$ cat src/rtl/usb_ls_tx_pkg.sv
package usb_ls_tx_pkg;

  localparam int BYTE_W = 8;
  localparam int BIDX_W = $clog2(BYTE_W);
  localparam logic [BYTE_W-1:0] SYNC_BYTE = 8'h80;

  typedef enum logic [2:0] {
    ST_IDLE,
    ST_LEAD,
    ST_BITS,
    ST_SE0A,
    ST_SE0B,
    ST_TAILJ
  } tx_state_e;

  typedef struct packed {
    logic oe;
    logic dp;
    logic dm;
  } pins_t;

  // line pins for a state; ln_k=1 means K, 0 means J
  function automatic pins_t pins_for(tx_state_e st, logic ln_k);
    pins_t p;
    case (st)
      ST_LEAD, ST_BITS: p = '{oe: 1'b1, dp: ln_k, dm: ~ln_k};
      ST_SE0A, ST_SE0B: p = '{oe: 1'b1, dp: 1'b0, dm: 1'b0};
      ST_TAILJ:         p = '{oe: 1'b1, dp: 1'b0, dm: 1'b1};
      default:          p = '{oe: 1'b0, dp: 1'b0, dm: 1'b0};
    endcase
    return p;
  endfunction

  function automatic logic in_bit_phase(tx_state_e st);
    return (st == ST_LEAD) || (st == ST_BITS);
  endfunction

endpackage

$ cat src/rtl/usb_ls_tx_bitclk.sv
module usb_ls_tx_bitclk #(
  parameter int BIT_CYCLES = 8
) (
  input  logic clk,
  input  logic rst_n,
  input  logic clr_i,
  input  logic run_i,
  output logic tick_o
);
  localparam int W = (BIT_CYCLES > 2) ? $clog2(BIT_CYCLES) : 1;
  localparam logic [W-1:0] LAST = W'(BIT_CYCLES - 1);

  logic [W-1:0] cnt_q;

  always_ff @(posedge clk or negedge rst_n) begin
    if (!rst_n)                 cnt_q <= '0;
    else if (clr_i || !run_i)   cnt_q <= '0;
    else if (cnt_q == LAST)     cnt_q <= '0;
    else                        cnt_q <= cnt_q + 1'b1;
  end

  assign tick_o = run_i && !clr_i && (cnt_q == LAST);

  assert_cnt_range_R4: assert property (@(posedge clk) disable iff (!rst_n)
    cnt_q <= LAST);

  assert_tick_restart_R4: assert property (@(posedge clk) disable iff (!rst_n)
    tick_o |=> (cnt_q == '0));

endmodule

$ cat src/rtl/usb_ls_tx_nrzi.sv
module usb_ls_tx_nrzi #(
  parameter int ONES_MAX = 6
) (
  input  logic clk,
  input  logic rst_n,
  input  logic init_i,
  input  logic step_i,
  input  logic bit_i,
  output logic ln_k_o,
  output logic stuff_due_o
);
  localparam int W = $clog2(ONES_MAX + 1);
  localparam logic [W-1:0] RELOAD = W'(ONES_MAX);

  logic [W-1:0] ones_q;
  logic         ln_k_q;

  // remaining ones before a stuffed bit is owed
  function automatic logic [W-1:0] ones_next(logic [W-1:0] cur, logic b);
    return b ? (cur - 1'b1) : RELOAD;
  endfunction

  always_ff @(posedge clk or negedge rst_n) begin
    if (!rst_n) begin
      ones_q <= RELOAD;
      ln_k_q <= 1'b0;
    end else if (init_i) begin
      ones_q <= RELOAD;
      ln_k_q <= 1'b0;
    end else if (step_i) begin
      if (stuff_due_o) begin
        ones_q <= RELOAD;
        ln_k_q <= ~ln_k_q;
      end else begin
        ones_q <= ones_next(ones_q, bit_i);
        if (!bit_i) ln_k_q <= ~ln_k_q;
      end
    end
  end

  assign stuff_due_o = (ones_q == '0);
  assign ln_k_o      = ln_k_q;

  assert_ones_range_R5: assert property (@(posedge clk) disable iff (!rst_n)
    ones_q <= RELOAD);

  assert_stuff_toggles_R5: assert property (@(posedge clk) disable iff (!rst_n)
    (step_i && !init_i && stuff_due_o) |=> (ln_k_o != $past(ln_k_o)));

  assert_one_holds_R4: assert property (@(posedge clk) disable iff (!rst_n)
    (step_i && !init_i && !stuff_due_o && bit_i) |=> $stable(ln_k_o));

endmodule

$ cat src/rtl/usb_ls_tx_addr.sv
module usb_ls_tx_addr #(
  parameter int ADDR_W = 7
) (
  input  logic              clk,
  input  logic              rst_n,
  input  logic              commit_i,
  input  logic              pend_i,
  input  logic [ADDR_W-1:0] new_i,
  output logic [ADDR_W-1:0] addr_o
);
  logic [ADDR_W-1:0] addr_q;

  always_ff @(posedge clk or negedge rst_n) begin
    if (!rst_n)                  addr_q <= '0;
    else if (commit_i && pend_i) addr_q <= new_i;
  end

  assign addr_o = addr_q;

  assert_addr_hold_R9: assert property (@(posedge clk) disable iff (!rst_n)
    !commit_i |=> $stable(addr_o));

endmodule

$ cat src/rtl/usb_ls_tx.sv
module usb_ls_tx
  import usb_ls_tx_pkg::*;
#(
  parameter int BIT_CYCLES = 8,
  parameter int ONES_MAX   = 6,
  parameter int CNT_W      = 8,
  parameter int ADDR_W     = 7
) (
  input  logic              clk,
  input  logic              rst_n,
  input  logic              start_i,
  input  logic              hshk_i,
  input  logic [7:0]        hshk_pid_i,
  input  logic [CNT_W-1:0]  byte_count_i,
  input  logic [7:0]        data_i,
  input  logic              data_valid_i,
  output logic              data_ready_o,
  input  logic              addr_pend_i,
  input  logic [ADDR_W-1:0] new_addr_i,
  output logic [ADDR_W-1:0] dev_addr_o,
  output logic              dp_o,
  output logic              dm_o,
  output logic              oe_o,
  output logic              busy_o,
  output logic              done_o,
  output logic              underrun_o
);
  localparam logic [BIDX_W-1:0] LAST_BIT = BIDX_W'(BYTE_W - 1);

  tx_state_e         state_q;
  logic [BYTE_W-1:0] shreg_q;
  logic [BIDX_W-1:0] bidx_q;
  logic [CNT_W-1:0]  left_q;
  logic              avail_q;
  logic              hs_q;
  logic [7:0]        pid_q;
  logic              under_q;
  logic              done_q;

  // named internal events
  logic tick_w, start_acc_w, stuff_due_w, ln_k_w;
  logic bit_slot_w, emit_w, step_w, fetch_w, take_w, commit_w;
  pins_t pins_w;

  assign start_acc_w = (state_q == ST_IDLE) && start_i;
  assign bit_slot_w  = tick_w && in_bit_phase(state_q);
  assign emit_w      = bit_slot_w && !stuff_due_w && avail_q;
  assign step_w      = bit_slot_w && (stuff_due_w || avail_q);
  assign fetch_w     = emit_w && (bidx_q == LAST_BIT) && (left_q != '0);
  assign take_w      = fetch_w && (hs_q || data_valid_i);
  assign commit_w    = tick_w && (state_q == ST_TAILJ) && !hs_q;

  usb_ls_tx_bitclk #(.BIT_CYCLES(BIT_CYCLES)) bitclk_i (
    .clk   (clk),
    .rst_n (rst_n),
    .clr_i (start_acc_w),
    .run_i (state_q != ST_IDLE),
    .tick_o(tick_w)
  );

  usb_ls_tx_nrzi #(.ONES_MAX(ONES_MAX)) nrzi_i (
    .clk        (clk),
    .rst_n      (rst_n),
    .init_i     (start_acc_w),
    .step_i     (step_w),
    .bit_i      (shreg_q[bidx_q]),
    .ln_k_o     (ln_k_w),
    .stuff_due_o(stuff_due_w)
  );

  usb_ls_tx_addr #(.ADDR_W(ADDR_W)) addr_i (
    .clk     (clk),
    .rst_n   (rst_n),
    .commit_i(commit_w),
    .pend_i  (addr_pend_i),
    .new_i   (new_addr_i),
    .addr_o  (dev_addr_o)
  );

  always_ff @(posedge clk or negedge rst_n) begin
    if (!rst_n) begin
      state_q <= ST_IDLE;
      shreg_q <= '0;
      bidx_q  <= '0;
      left_q  <= '0;
      avail_q <= 1'b0;
      hs_q    <= 1'b0;
      pid_q   <= '0;
      under_q <= 1'b0;
      done_q  <= 1'b0;
    end else begin
      done_q <= 1'b0;
      case (state_q)
        ST_IDLE: begin
          if (start_i) begin
            state_q <= ST_LEAD;
            shreg_q <= SYNC_BYTE;
            bidx_q  <= '0;
            avail_q <= 1'b1;
            hs_q    <= hshk_i;
            pid_q   <= hshk_pid_i;
            left_q  <= hshk_i ? CNT_W'(1) : byte_count_i;
            under_q <= 1'b0;
          end
        end
        ST_LEAD, ST_BITS: begin
          if (tick_w) begin
            state_q <= (stuff_due_w || avail_q) ? ST_BITS : ST_SE0A;
            if (emit_w) begin
              if (bidx_q != LAST_BIT) begin
                bidx_q <= bidx_q + 1'b1;
              end else if (left_q == '0) begin
                avail_q <= 1'b0;
              end else if (take_w) begin
                shreg_q <= hs_q ? pid_q : data_i;
                left_q  <= left_q - 1'b1;
                bidx_q  <= '0;
              end else begin
                under_q <= 1'b1;
                avail_q <= 1'b0;
              end
            end
          end
        end
        ST_SE0A:  if (tick_w) state_q <= ST_SE0B;
        ST_SE0B:  if (tick_w) state_q <= ST_TAILJ;
        ST_TAILJ: if (tick_w) begin
          state_q <= ST_IDLE;
          done_q  <= 1'b1;
        end
        default: state_q <= ST_IDLE;
      endcase
    end
  end

  assign pins_w       = pins_for(state_q, ln_k_w);
  assign oe_o         = pins_w.oe;
  assign dp_o         = pins_w.dp;
  assign dm_o         = pins_w.dm;
  assign busy_o       = (state_q != ST_IDLE);
  assign done_o       = done_q;
  assign underrun_o   = under_q;
  assign data_ready_o = fetch_w && !hs_q;

  assert_no_se1_R6: assert property (@(posedge clk) disable iff (!rst_n)
    !(dp_o && dm_o));

  assert_done_idle_R6: assert property (@(posedge clk) disable iff (!rst_n)
    done_o |-> (!busy_o && !oe_o));

  assert_lead_j_R2: assert property (@(posedge clk) disable iff (!rst_n)
    $rose(busy_o) |-> (oe_o && !dp_o && dm_o));

  assert_line_only_on_tick_R4: assert property (@(posedge clk) disable iff (!rst_n)
    (busy_o && $past(busy_o) && !$past(tick_w)) |-> $stable({oe_o, dp_o, dm_o}));

  assert_no_ready_hshk_R7: assert property (@(posedge clk) disable iff (!rst_n)
    (busy_o && hs_q) |-> !data_ready_o);

  assert_under_sticky_R8: assert property (@(posedge clk) disable iff (!rst_n)
    (underrun_o && !start_acc_w) |=> underrun_o);

  assert_addr_on_done_R9: assert property (@(posedge clk) disable iff (!rst_n)
    (dev_addr_o != $past(dev_addr_o)) |-> done_o);

endmodule

$ cat config.mk
export PLATFORM = sky130hd
export DESIGN_NAME = usb_ls_tx
export DESIGN_NICKNAME = d
export VERILOG_FILES = /design/src/rtl/usb_ls_tx_pkg.sv /design/src/rtl/usb_ls_tx_bitclk.sv /design/src/rtl/usb_ls_tx_nrzi.sv /design/src/rtl/usb_ls_tx_addr.sv /design/src/rtl/usb_ls_tx.sv
export SDC_FILE = /design/constraint.sdc
export NUM_CORES = 1
export LEC_CHECK = 0
export ABC_AREA = 1
export BUFFER_PORTS_ARGS = -buffer_cell sky130_fd_sc_hd__buf_4
export CAP_MARGIN = 15
export CORE_MARGIN = 4
export CORE_UTILIZATION = 62
export CTS_BUF_LIST = sky130_fd_sc_hd__clkbuf_8
export CTS_CLUSTER_DIAMETER = 100
export DETAILED_ROUTE_END_ITERATION = 16
export GPL_TIMING_DRIVEN = 0
export PLACE_DENSITY_LB_ADDON = 0.05
export SLEW_MARGIN = 20
export SYNTH_ARGS = -nofsm -noshare
export SYNTH_HDL_FRONTEND = slang
export SYNTH_SLANG_ARGS = --single-unit
$ cat constraint.sdc
create_clock -name clk -period 3.6 [get_ports clk]
set_clock_uncertainty 0.2 [all_clocks]
set_input_delay 0.18 -clock clk [delete_from_list [all_inputs] [get_ports clk]]
set_output_delay 0.18 -clock clk [all_outputs]
set_load 0.005 [all_outputs]
==> flow_summary.yaml <==
yosys:
  ys.warnings.count: 0
  avgSynthCellArea_um2: 7.893
  yosys-top-cells-area: "dfrtp_1 (44%), nand2_1 (18%), mux2_2 (6.4%)"
  synthCells: 334
  netlist_area_mm2: 0.002636
  ys_seq_area_share_pct: 45.66
  synth.distinct_cells: 26
  synth_seq_cells: 48
  yosys.area.top_type: "dfrtp_1"
  yosysTopAreaCellShare_pct: 43.66
  syn_nets: 378
critical_path:
  path_buf_inv: 2
  crit_family: "simple AND/OR/NAND/NOR gates"
  cpPeakStageDelay_ns: 0.54
  critPathMaxFanout: 2
  cp_cell_sequence: "inv_1 > ha_1 > nand2_1 > nand2_1 > nor2_4 > nand2_1 > nor2_1 > buf_4"
  regToRegEndpoint: "shreg_q[5]$_DFFE_PN0P_"
  crit_start: "nrzi_i.ones_q[1]$_DFFE_PN1P_"
  r2r_start: "nrzi_i.ones_q[1]$_DFFE_PN1P_"
  required_ns: 3.22
  crit_top_cell: "nand2_1"
  endpoint_kind: "primary output"
  start_kind: "flip-flop"
  worstPathArrival_ns: 1.82
  rrSetupSlack_ns: 1.40
  slowest_stage: "dfstp_2"
  worstSetupPathType: "reg -> out"
  r2r_cells: 11
route:
  vias: 2495
  dr.pass1.iters: 6
  drt-initial-drc-count: 250
  via_per_inst: 5.320
  wl_per_cell_um: 14.74
  wirelength_um: 6915
  drcViolationCount: 0
  ant_nets: 0
clock_tree:
  clock_path_buffers: 2
  numCtsBuffers: 5
  clkSlewWorstSetupHoldPaths_ns: 0.10
  cts.sinks: 48
  cts_root_buf: "clkbuf_8"
  insertion_delay_ns: 0.31
  cts_tree: "built"
  ctsResizeCount: 0
  htree_levels: 2
pwr:
  peakVddDrop_uv: 569.0
  netSwitchingPower_uw: 1081
  p_int_uw: 1430
  pwr-share-clk_pct: 16.8
  p_comb_share_pct: 48.5
  leakage_uw: 0.001879
  powerDensity_mw_per_mm2: 724.3
  power_frac_seq_pct: 34.7
  switching_share_pct: 43.05
min_path:
  worst_hold_path.endpoint: "left_q[3]$_DFFE_PN0P_"
  hold_start: "byte_count_i[3]"
  holdPathStages: 5
  min_path_type: "in -> reg"
floorplanning:
  core-area_mm2: 0.004058
  dieArea_mm2: 0.005359
  die_w_um: 73.21
  start_util_pct: 64.97
  num_io_pins: 51
  rows: 23
  die_h_um: 73.21
timing:
  finalCriticalPeriod_ns: 2.197
  rsz0062_at_grt: "no"
  fin_crit_sh_pct: 61.04
  relSlewSlack_pct: 59.78
  setup_tns_ns: 0
  setup_violations: 0
  tightest_slew_ns: 0.5993
  hold_slack_ns: 0.005461
  hold_viol_final: 0
  slew_viol_final: 0
  fmax_mhz: 455.1
cells_and_area:
  drive_above_1_share_pct: 23.87
  layout.nets: 462
  layout-area-overhead-vs-synth_pct: 31.47
  diodes: 0
  layoutNonFillerInstCount: 469
placement:
  dp.cells: 434
  port-buffer-count: 50
  place_congestion: 0.8254
  dp_hpwl_um: 4374
global_route:
  grt-ovfl-total: 0
  grt_pass1_wl_um: 11160
  grt_pass1_vias: 2427
  antenna_found_initial: 0
  grt_max_degree: 49
  grt_usage_pct: 27.86
job:
  cap_violations: 0
status:
  outcome: "completed"
how the worst max path moves through the flow:
stage,end,slack [ns],cells past startpoint
6_report,data_ready_o,1.40,8
3_5_place_dp,shreg_q[5]$_DFFE_PN0P_,1.47,11
4_1_cts,data_ready_o,1.42,7
2_1_floorplan,left_q[6]$_DFFE_PN0P_,1.65,11
5_1_grt,bidx_q[2]$_DFFE_PN0P_,1.20,10
3_3_place_gp,shreg_q[3]$_DFFE_PN0P_,1.51,10
cells in the mapped netlist (all sizes together):
cell type and count:
nand2 141, nand4 3, nor3 1, buf 5
nor2 32, dfstp 2, nand3 28, inv 31
nand3b 1, a21oi 5, o21bai 1, ha 7
dfrtp 46, clkbuf 1, o21ai 15, mux2 15
layout by cell type, fill, tap and decap left out:
cell type	instances
nand2_1	127
buf_4	52
dfrtp_1	46
inv_1	30
nor2_1	28
nand3_1	27
dlygate4sd3_1	27
mux2_2	15
o21ai_0	14
nand2_2	11
ha_1	7
clkbuf_8	6
a21oi_1	5
nand2_4	3
nand4_1	3
nor2_2	2
buf_2	2
dfstp_2	2
inv_2	1
nor2_8	1
nor3_1	1
nor2_4	1
o21ai_1	1
o21bai_1	1
nand3_4	1
buf_6	1
clkbuf_1	1
nand3b_1	1
bufinv_16	1
clkinv_4	1
through the flow:
step	cell area, um^2	power (uW)	util, %	worst slack [ns]
2_1_floorplan	2636	1688	-	1.655
3_3_place_gp	3074	1967	75.76	1.510
3_5_place_dp	3074	2024	75.76	1.471
4_1_cts	3466	2465	85.41	1.424
5_1_grt	3466	2715	85.41	1.196
6_report	3466	2510	85.41	1.403
power groups by stage:
stage	Clock (uW)	Combinational, uW	Sequential, uW
after detailed placement	0	1160	868
after global placement	0	1110	856
after global routing	446	1380	889
final	422	1220	871
after CTS	418	1190	858
after floorplan	0	856	833
registers in the layout, summed over array words and instances, names as in the netlist:
signal	cells
state_q	3
pid_q	8
hs_q	1
addr_i.addr_o	7
avail_q	1
nrzi_i.ln_k_o	1
left_q	8
bitclk_i.cnt_q	3
bidx_q	3
shreg_q	8
underrun_o	1
done_o	1
nrzi_i.ones_q	3
repair_timing:
item / CTS / global route
buffers inserted: 0 / 0
hold endpoints to repair: 72 / 0
hold buffers: 27 / 0
setup endpoints to repair: 0 / 0
cell type report:
type | count | area (um^2)
Buffer | 6 | 40.04
Clock buffer | 6 | 82.58
Clock inverter | 2 | 38.79
Fill cell | 236 | 591.8
Inverter | 31 | 116.4
Multi-Input combinational cell | 249 | 1276
Sequential cell | 48 | 1204
Tap cell | 50 | 62.56
Timing Repair Buffer | 77 | 645.6
cells by family (layout without fill, tap and decap cells):
family | Yosys count | after routing | synth area share, %
compound gates | 21 | 21 | 4.082
fa+ha+maj | 7 | 7 | 3.322
buf+inv | 37 | 122 | 5.932
flops | 48 | 48 | 45.66
mux | 15 | 15 | 6.407
simple gates | 206 | 206 | 34.60
layer usage:
| metal | vias to the layer above | GRT usage, % | routed length [um] |
|---|---|---|---|
| met5 | - | 0 | 0 |
| met4 | 0 | 10.86 | 208 |
| met3 | 22 | 5.647 | 318 |
| met2 | 80 | 49.85 | 3737 |
| met1 | 1173 | 32.33 | 2650 |
| li1 | 1220 | - | - |
worst reg2reg max path, cell delays in order (launching register included):
cell and delay (ns):
dfstp_2 0.54, inv_1 0.07, ha_1 0.21, nand2_1 0.10, nand2_1 0.10, o21ai_0 0.16, nand2_1 0.10, nor2_2 0.21
nand2_4 0.12, buf_6 0.18, nand2_2 0.06, nand2_1 0.05
(Power assumes the default switching activity.)
